$ cat config.mk
export PLATFORM = sky130hd
export DESIGN_NAME = can_fault_conf
export DESIGN_NICKNAME = d
export VERILOG_FILES = /design/src/rtl/cfc_pkg.sv /design/src/rtl/cfc_err_counter.sv /design/src/rtl/cfc_level_flags.sv /design/src/rtl/cfc_recovery.sv /design/src/rtl/can_fault_conf.sv
export SDC_FILE = /design/constraint.sdc
export NUM_CORES = 1
export LEC_CHECK = 0
export CORE_ASPECT_RATIO = 0.6
export CORE_MARGIN = 2
export CORE_UTILIZATION = 61
export CTS_BUF_LIST = sky130_fd_sc_hd__clkbuf_2
export DETAILED_ROUTE_END_ITERATION = 7
export GPL_ROUTABILITY_DRIVEN = 1
export PLACE_DENSITY = 0.91
export SETUP_SLACK_MARGIN = 0.05
export SYNTH_ARGS = -nofsm -noshare
export SYNTH_HDL_FRONTEND = slang
export SYNTH_SLANG_ARGS = --single-unit
export TNS_END_PERCENT = 50
$ cat constraint.sdc
create_clock -name clk -period 3 [get_ports clk]
set_input_delay 0.9 -clock clk [delete_from_list [all_inputs] [get_ports clk]]
set_output_delay 0.9 -clock clk [all_outputs]
set_load 0.01 [all_outputs]
$ cat src/rtl/cfc_pkg.sv
package cfc_pkg;
  typedef enum logic [1:0] {
    ST_ACTIVE  = 2'b00,
    ST_PASSIVE = 2'b01,
    ST_BUSOFF  = 2'b10
  } cfc_state_e;
endpackage

$ cat src/rtl/cfc_err_counter.sv
module cfc_err_counter #(
  parameter int W    = 8,
  parameter int STEP = 1
) (
  input  logic         clk,
  input  logic         rst_n,
  input  logic         inc,
  input  logic         dec,
  input  logic         hold,
  input  logic         clr,
  output logic [W-1:0] cnt,
  output logic         ovf
);
  localparam int unsigned MAXV = (1 << W) - 1;

  logic [W:0] sum;
  assign sum = {1'b0, cnt} + (W+1)'(STEP);
  assign ovf = inc & ~hold & ~clr & (sum > (W+1)'(MAXV));

  always_ff @(posedge clk or negedge rst_n) begin
    if (!rst_n)                   cnt <= '0;
    else if (clr)                 cnt <= '0;
    else if (hold)                cnt <= cnt;
    else if (inc)                 cnt <= ovf ? W'(MAXV) : sum[W-1:0];
    else if (dec && cnt != '0)    cnt <= cnt - 1'b1;
  end


  floor_chk: assert property (@(posedge clk) disable iff (!rst_n)
    (dec && !inc && !hold && !clr && cnt == '0) |=> cnt == '0);


  step_chk: assert property (@(posedge clk) disable iff (!rst_n)
    (inc && !hold && !clr && !ovf) |=> cnt == $past(cnt) + W'(STEP));
endmodule

$ cat src/rtl/cfc_level_flags.sv
module cfc_level_flags #(
  parameter int W        = 8,
  parameter int WARN_LVL = 96,
  parameter int PAS_LVL  = 128
) (
  input  logic [W-1:0] cnt,
  output logic         warn,
  output logic         pas
);
  assign warn = cnt >= W'(WARN_LVL);
  assign pas  = cnt >= W'(PAS_LVL);
endmodule

$ cat src/rtl/cfc_recovery.sv
module cfc_recovery #(
  parameter int RUNS = 128
) (
  input  logic clk,
  input  logic rst_n,
  input  logic armed,
  input  logic run,
  output logic done
);
  localparam int CW = $clog2(RUNS + 1);

  logic [CW-1:0] runs_q;

  assign done = armed & run & (runs_q == CW'(RUNS - 1));

  always_ff @(posedge clk or negedge rst_n) begin
    if (!rst_n)              runs_q <= '0;
    else if (!armed || done) runs_q <= '0;
    else if (run)            runs_q <= runs_q + 1'b1;
  end


  disarm_clear_chk: assert property (@(posedge clk) disable iff (!rst_n)
    !armed |=> runs_q == '0);
endmodule

$ cat src/rtl/can_fault_conf.sv
module can_fault_conf #(
  parameter int CNT_W       = 8,
  parameter int WARN_LVL    = 96,
  parameter int PASSIVE_LVL = 128,
  parameter int TX_STEP     = 8,
  parameter int RX_STEP     = 1,
  parameter int RECOV_RUNS  = 128
) (
  input  logic             clk,
  input  logic             rst_n,
  input  logic             tx_err,
  input  logic             rx_err,
  input  logic             tx_ok,
  input  logic             rx_ok,
  input  logic             idle_run,
  output logic [CNT_W-1:0] tec,
  output logic [CNT_W-1:0] rec,
  output logic [1:0]       state,
  output logic             boff_flag,
  output logic             tx_passive,
  output logic             rx_passive,
  output logic             tx_warn,
  output logic             rx_warn,
  output logic             any_warn,
  output logic             err_irq
);
  import cfc_pkg::*;

  localparam int unsigned CMAX = (1 << CNT_W) - 1;

  logic       boff_q;
  logic       tx_ovf;
  logic       rx_ovf;
  logic       recov_done;
  cfc_state_e state_c;
  cfc_state_e prev_q;

  cfc_err_counter #(.W(CNT_W), .STEP(TX_STEP)) u_tx_cnt (
    .clk(clk), .rst_n(rst_n), .inc(tx_err), .dec(tx_ok),
    .hold(boff_q), .clr(recov_done), .cnt(tec), .ovf(tx_ovf)
  );

  cfc_err_counter #(.W(CNT_W), .STEP(RX_STEP)) u_rx_cnt (
    .clk(clk), .rst_n(rst_n), .inc(rx_err), .dec(rx_ok),
    .hold(boff_q), .clr(recov_done), .cnt(rec), .ovf(rx_ovf)
  );

  cfc_level_flags #(.W(CNT_W), .WARN_LVL(WARN_LVL), .PAS_LVL(PASSIVE_LVL)) u_tx_lvl (
    .cnt(tec), .warn(tx_warn), .pas(tx_passive)
  );

  cfc_level_flags #(.W(CNT_W), .WARN_LVL(WARN_LVL), .PAS_LVL(PASSIVE_LVL)) u_rx_lvl (
    .cnt(rec), .warn(rx_warn), .pas(rx_passive)
  );

  cfc_recovery #(.RUNS(RECOV_RUNS)) u_recov (
    .clk(clk), .rst_n(rst_n), .armed(boff_q), .run(idle_run), .done(recov_done)
  );

  always_ff @(posedge clk or negedge rst_n) begin
    if (!rst_n)          boff_q <= 1'b0;
    else if (tx_ovf)     boff_q <= 1'b1;
    else if (recov_done) boff_q <= 1'b0;
  end

  always_comb begin
    if (boff_q)                       state_c = ST_BUSOFF;
    else if (tx_passive || rx_passive) state_c = ST_PASSIVE;
    else                              state_c = ST_ACTIVE;
  end

  always_ff @(posedge clk or negedge rst_n) begin
    if (!rst_n) prev_q <= ST_ACTIVE;
    else        prev_q <= state_c;
  end

  assign state     = state_c;
  assign boff_flag = boff_q;
  assign any_warn  = tx_warn | rx_warn;
  assign err_irq   = (state_c != prev_q);


  busoff_hold_chk: assert property (@(posedge clk) disable iff (!rst_n)
    (boff_q && !recov_done) |=> ($stable(tec) && $stable(rec)));


  busoff_entry_chk: assert property (@(posedge clk) disable iff (!rst_n)
    $rose(boff_q) |-> (tec == CNT_W'(CMAX) && $past(tx_err)));


  recovery_clear_chk: assert property (@(posedge clk) disable iff (!rst_n)
    recov_done |=> (tec == '0 && rec == '0 && state == 2'b00));


  irq_on_change_chk: assert property (@(posedge clk) disable iff (!rst_n)
    err_irq |-> state != $past(state));


  passive_state_chk: assert property (@(posedge clk) disable iff (!rst_n)
    (!boff_q && (tec >= CNT_W'(PASSIVE_LVL) || rec >= CNT_W'(PASSIVE_LVL)))
      |-> state == 2'b01);
endmodule

==> metrics.cfg, run 1 <==
[yosys]
combinational_family_with_the_most_area_after_synthesis=simple AND/OR/NAND/NOR gates
netlist_top_cells_area=dfrtp_1 (31%), ha_1 (6.3%), nand2_1 (5.0%)
synth_simple_gate_area_share_pct=25.4
synth_seq_area_share_pct=31.2
synth-compound-area-share_pct=22.8
synthesis.area_mm2=0.00217
synth.largest_area_cell=dfrtp_1
syn-instance-count=265
synth_enable_flop_cells=0
synth_xor_area_share_pct=7.27
synthFlopType=dfrtp_1
synthArstFlopShare_pct=100
yosysWarnings=0
synth_area_per_cell_um2=8.18
synth_seq_cells=27
synth_fa_ha_area_share_pct=6.35
post_synth_net_total=283
post_synth_num_cell_types=61
portion_of_synthesized_cell_area_occupied_by_the_leading_cell_type_pct=31.2
synth.mux.area_fraction_pct=0

[sta]
fin_worst_skew_ns=0.00701
final_hold_viols=0
final-max-slew-violation-count=0
worst_pin_slew_ns=0.502
period_share_pct=96.7
final.setup.tns_ns=0
grt_setup_unrepaired=yes
setup_viol=0
relSlewSlack_pct=66.5
final.min_clock_period_ns=2.90
achievable-frequency_mhz=345

[outcome]
run_status=finished clean

[cells_and_area]
nets=313
final-instance-count-excl-fill=339
layout.cells.most_common=clkdlybuf4s50_1
mostFrequentLayoutCells=clkdlybuf4s50_1 (31), nand2_1 (29), dfrtp_1 (25)
areaGrowthSynthToFinish_pct=18.3
post-route-util_pct=77.2
post_route_cells_drive_above_1_share_pct=11.9
diodes=0

[worst_setup_path]
critical_setup_path_class=reg -> out
worstPathMaxFanout=6
critPathRequiredTime_ns=2.10
reg2reg_setup_slack_ns=0.52
critical_path.endpoint_type=output pin
worst_setup_path_start_kind=flop
critPathArrivalTime_ns=2.00

[global_routing]
globalRouteTotalUtil_pct=31.9
vias_in_the_first_global_route=1990
grt_start_max_net_pins=28
grt.overflow.total=0
antenna_found_initial=0
grt_first_pass_wirelength_um=9820

[floorplanning]
placementRows=16
design.core.area_mm2=0.00332
width_of_the_die_um=81.0
initial_cell_density_of_the_core_pct=65.2
dieArea_mm2=0.00406
boundaryPins=32
die_height_um=50.2

[clock_tree]
cts-root-to-sink-buffers=2
clk-insertion-delay-late_ns=0.37
cts_num_sinks=27
cts_inserted_buffers=3
cell_at_the_root_of_the_clock_tree=clkbuf_2
htree_num_levels=1
cts_tree=done
clk_pin_slew_ns=0.26

[placement]
numPlacedInstances=330
detailedPlacementHpwl_um=4310
placement.io_buffers=31
gp_congestion=0.945

[detailed_routing]
drt_pass_1_iters=5
wl_um=6140
mean_number_of_vias_per_cell=6.56
antenna_nets_post_route=0
vias=2225
remaining_drc_errors=0
dr.first_iter.drc_count=264
post_drt_wl_per_cell_um=18.1

[job]
max_cap_violations=0

[pwr]
static-leakage-power_uw=0.00105
power_per_cell_area_mw_per_mm2=961
peakVddDrop_uv=618

[worst_hold_path]
hp-class=reg -> reg

[state kept, by name, indices dropped and copies added (netlist names)]
name	cells
prev_q	2
u_rx_cnt.cnt	8
boff_flag	1
u_recov.runs_q	8
u_tx_cnt.cnt	8
[logic make-up (layout without fill, tap and decap cells)]
family                   after synthesis  in the layout
AND/OR/NAND/NOR                      104            104
AO/OA/AOI/OAI                         71             71
flip-flops                            27             27
adder cells (fa/ha/maj)               11             11
XOR/XNOR                              18             18
buffers and inverters                 34             63
[routing by layer]
metal	vias to the layer above	routed length [um]	track usage, %
li1	1009	-	-
met1	1044	2730	49.4
met2	157	2590	42.8
met3	15	737	9.71
met4	0	82	7.63
met5	-	0	0
[cell type report]
cell class	instances	area, um2
sequential	27	678
timing repair buffer	45	415
inverter	14	52.6
fill	254	758
clock buffer	4	20.0
multi-input combinational	204	1340
tap	45	56.3
[where the power goes]
| part | switching, uW | internal [uW] | leakage (uW) |
|---|---|---|---|
| combinational | 784 | 725 | 0.000702 |
| clock | 112 | 35.1 | 0.0000166 |
| sequential | 304 | 505 | 0.000330 |
[metrics by stage]
step	area, um2	worst slack, ns	hold WS, ns	total power, uW
4_1_cts	2520	0.115	0.580	2400
6_report	2560	0.0991	0.595	2470
2_1_floorplan	2170	0.660	0.478	1670
3_3_place_gp	2500	0.352	0.549	2190
5_1_grt	2560	0.0158	0.618	2650
3_5_place_dp	2500	0.321	0.556	2240
[Yosys cell counts (3+ instances only)]
| master | instances |
|---|---|
| nand2_1 | 29 |
| dfrtp_1 | 27 |
| nor2_1 | 22 |
| a21oi_1 | 18 |
| o21ai_0 | 17 |
| inv_1 | 12 |
| ha_1 | 11 |
| nand3_1 | 11 |
| xnor2_1 | 10 |
| buf_2 | 8 |
| xor2_1 | 8 |
| clkbuf_1 | 7 |
| nand4_1 | 7 |
| nor3b_1 | 6 |
| or3_1 | 5 |
| and2_1 | 4 |
| a32oi_1 | 3 |
| nand2b_1 | 3 |
| o22ai_1 | 3 |
[path summary, 6_finish.rpt]
check	startpoint	to	cells after the start
setup / recovery	u_tx_cnt.cnt[7]	any_warn	4
hold / removal	u_recov.runs_q[1]	u_recov.runs_q[1]	2
setup reg to reg	u_rx_cnt.cnt[0]	u_rx_cnt.cnt[0]	7
hold reg to reg	u_recov.runs_q[1]	u_recov.runs_q[1]	2
max in group asynchronous	rst_n	u_tx_cnt.cnt[7]	2
min in group asynchronous	rst_n	u_tx_cnt.cnt[5]	2
[worst max-delay path, stage by stage (launching register included)]
cell,delay [ns]
dfrtp_2,0.51
buf_4,0.16
a21o_1,0.19
or2_2,0.29
clkdlybuf4s50_1,0.47
[repair_timing]
action                     CTS  global route
buffers inserted             0             5
gates resized for setup      2             1
setup endpoints to repair    1             2
hold buffers                 0             0
Power figures use the tool's default switching activity.
==> run 2: changes to the inputs <==
Settings changed: CORE_MARGIN 2 to 1, SLEW_MARGIN set to 20.
==> run 2 against run 1 <==
  * Sequential share of layout area up 0.63 points
  * Count of clock-buffer cells in the layout is 1 lower
  * Critical path depth shrank 1
  * Final cell count down 2.1%
  * Setup slack improved by 0.065 ns
  * First-iteration DRC count shrank 9.5%
  * Flip-flop and latch count unchanged
  * Hold slack lost 0.067 ns
  * Global-route usage rose by 0.68 points
  * Largest cell class unchanged
  * Highest routed layer unchanged
==> metrics.cfg, run 2 (synthesized netlist as in run 1, its figures left out) <==
[global_routing]
globalRouteTotalUtil_pct=32.5  ; +0.68 points
antenna_found_initial=0  ; unchanged
grt.overflow.total=0  ; unchanged
vias_in_the_first_global_route=1830  ; -8.0%
grt_first_pass_wirelength_um=9120  ; -7.1%
grt_start_max_net_pins=28  ; unchanged

[clock_tree]
cts_tree=done
cts-hold-fix-buffers=0  ; unchanged
cell_at_the_root_of_the_clock_tree=clkbuf_2
clk_pin_slew_ns=0.28  ; +0.02 ns
cts_num_sinks=27  ; unchanged
cts-root-to-sink-buffers=2  ; unchanged
clk-insertion-delay-late_ns=0.39  ; +0.02 ns
cts_inserted_buffers=3  ; unchanged
htree_num_levels=1  ; unchanged

[worst_hold_path]
hp-class=reg -> reg

[detailed_routing]
mean_number_of_vias_per_cell=6.42  ; -2.2%
dr.first_iter.drc_count=239  ; -9.5%
post_drt_wl_per_cell_um=17.4  ; -4.1%
vias=2132  ; -4.2%
remaining_drc_errors=0  ; unchanged
wl_um=5770  ; -6.0%
drt_pass_1_iters=5  ; unchanged
antenna_nets_post_route=0  ; unchanged

[worst_setup_path]
critical_setup_path_class=reg -> out
critical_path.max_stage_delay_ns=0.56  ; +0.05 ns
critical_path.endpoint_type=output pin
worst_setup_path_start_kind=flop
critical_path.n_buffers_inverters=1  ; -1
crit_path_cell_trace=a21o_1, or2_2, clkdlybuf4s50_1
crit_path_top_delay_cell=dfrtp_2
critPathTopFamily=flip-flops
critPathRequiredTime_ns=2.10  ; about the same
critPathArrivalTime_ns=1.94  ; -0.06 ns
worstPathMaxFanout=11  ; +5

[sta]
achievable-frequency_mhz=353  ; +2.3%
final.min_clock_period_ns=2.84  ; -0.0646 ns
final.setup.tns_ns=0  ; unchanged
fin_worst_skew_ns=0.0203  ; +0.0133 ns
final_hold_viols=0  ; unchanged
period_share_pct=94.5  ; -2.2 points
worst_pin_slew_ns=0.502  ; -0.000834 ns
hold_worst_slack_ns=0.528  ; -0.0670 ns
relSlewSlack_pct=66.6  ; about the same
setup_viol=0  ; unchanged
grt_setup_unrepaired=yes
final-max-slew-violation-count=0  ; unchanged

[floorplanning]
placementRows=16  ; unchanged
initial_cell_density_of_the_core_pct=65.2  ; unchanged
die_height_um=48.2  ; -4.0%
width_of_the_die_um=79.0  ; -2.5%
dieArea_mm2=0.00380  ; -6.4%
design.core.area_mm2=0.00332  ; unchanged
boundaryPins=32  ; unchanged

[cells_and_area]
mostFrequentLayoutCells=clkdlybuf4s50_1 (31), nand2_1 (29), dfrtp_1 (23)
areaGrowthSynthToFinish_pct=16.0
layout.cells.most_common=clkdlybuf4s50_1
post-route-util_pct=75.7  ; -1.5 points
diodes=0  ; unchanged
nets=306  ; -2.2%
biggestRegsByFlops=u_recov.runs_q (8), u_rx_cnt.cnt (8), u_tx_cnt.cnt (8)
post_route_cells_drive_above_1_share_pct=10.1  ; -1.8 points

[pwr]
clockPowerShare_pct=6.2  ; +0.2 points
static-leakage-power_uw=0.00101  ; -4.0%
power.share.switching_pct=48.9  ; +0.20 points
peakVddDrop_uv=552  ; -11%
total_switching_power_uw=1180  ; -1.4%
intPower_uw=1240  ; -2.2%
power_per_cell_area_mw_per_mm2=963  ; +0.13%
comb_power_share_pct=59.5  ; -1.7 points
seq_power_share_pct=34.4  ; +1.6 points

[placement]
detailedPlacementHpwl_um=4370  ; +1.5%
placement.io_buffers=31  ; unchanged
gp_congestion=0.887  ; -6.1%

[outcome]
run_status=finished clean

[job]
max_cap_violations=0  ; unchanged

run 2: final cells by class:
cell class,count,area (um2)
Clock buffer,3,15.0
Clock inverter,1,7.51
Fill cell,272,808
Inverter,14,52.6
Multi-Input combinational cell,204,1340
Sequential cell,27,681
Tap cell,45,56.3
Timing Repair Buffer,38,363
run 2: metal layers:
layer  GRT usage, %  vias up  share of wire, %
li1               -      994                 -
met1           47.5      993                45
met2           49.7      137                43
met3           8.60        8                12
met4           4.36        0              0.55
met5           5.00        -                 0
run 2: power groups by stage:
stage / clock [uW] / combinational [uW] / sequential, uW
2_1_floorplan: 0 / 953 / 714
3_5_place_dp: 0 / 1410 / 822
3_3_place_gp: 0 / 1360 / 811
6_report: 149 / 1440 / 832
4_1_cts: 153 / 1420 / 815
5_1_grt: 168 / 1570 / 863
run 2: stage by stage:
stage | setup slack, ns | instance area, um2 | total power, uW | cells
after global placement | 0.340 | 2490 | 2180 | 328
after detailed placement | 0.279 | 2490 | 2240 | 328
after CTS | 0.0608 | 2510 | 2390 | 332
final | 0.164 | 2510 | 2420 | 332
after floorplan | 0.660 | 2170 | 1670 | 265
after global routing | 0.0173 | 2510 | 2600 | 332
run 2: repair_timing:
action                                 in CTS  in global routing
resized for setup                           0                  4
setup endpoints to repair                   0                  3
endpoints found under the hold margin       0                  0
setup buffers                               0                  0
run 2: final timing paths:
| check | start | to | slack [ns] | cells past startpoint |
|---|---|---|---|---|
| setup / recovery | u_tx_cnt.cnt[5] | any_warn | 0.16 | 3 |
| hold / removal | boff_flag | prev_q[1] | 0.53 | 0 |
| setup reg to reg | u_rx_cnt.cnt[0] | u_rx_cnt.cnt[3] | 0.67 | 7 |
| hold reg to reg | boff_flag | prev_q[1] | 0.53 | 0 |
| max in group asynchronous | rst_n | u_tx_cnt.cnt[3] | 1.90 | 2 |
| min in group asynchronous | rst_n | u_recov.runs_q[4] | 0.82 | 2 |
==> run 3: changes to the inputs <==
Settings changed: SKIP_LAST_GASP set to 1, TNS_END_PERCENT 50 to unset.
==> results of run 3 <==
Final layout, timing and power as in run 2 (identical DEF).
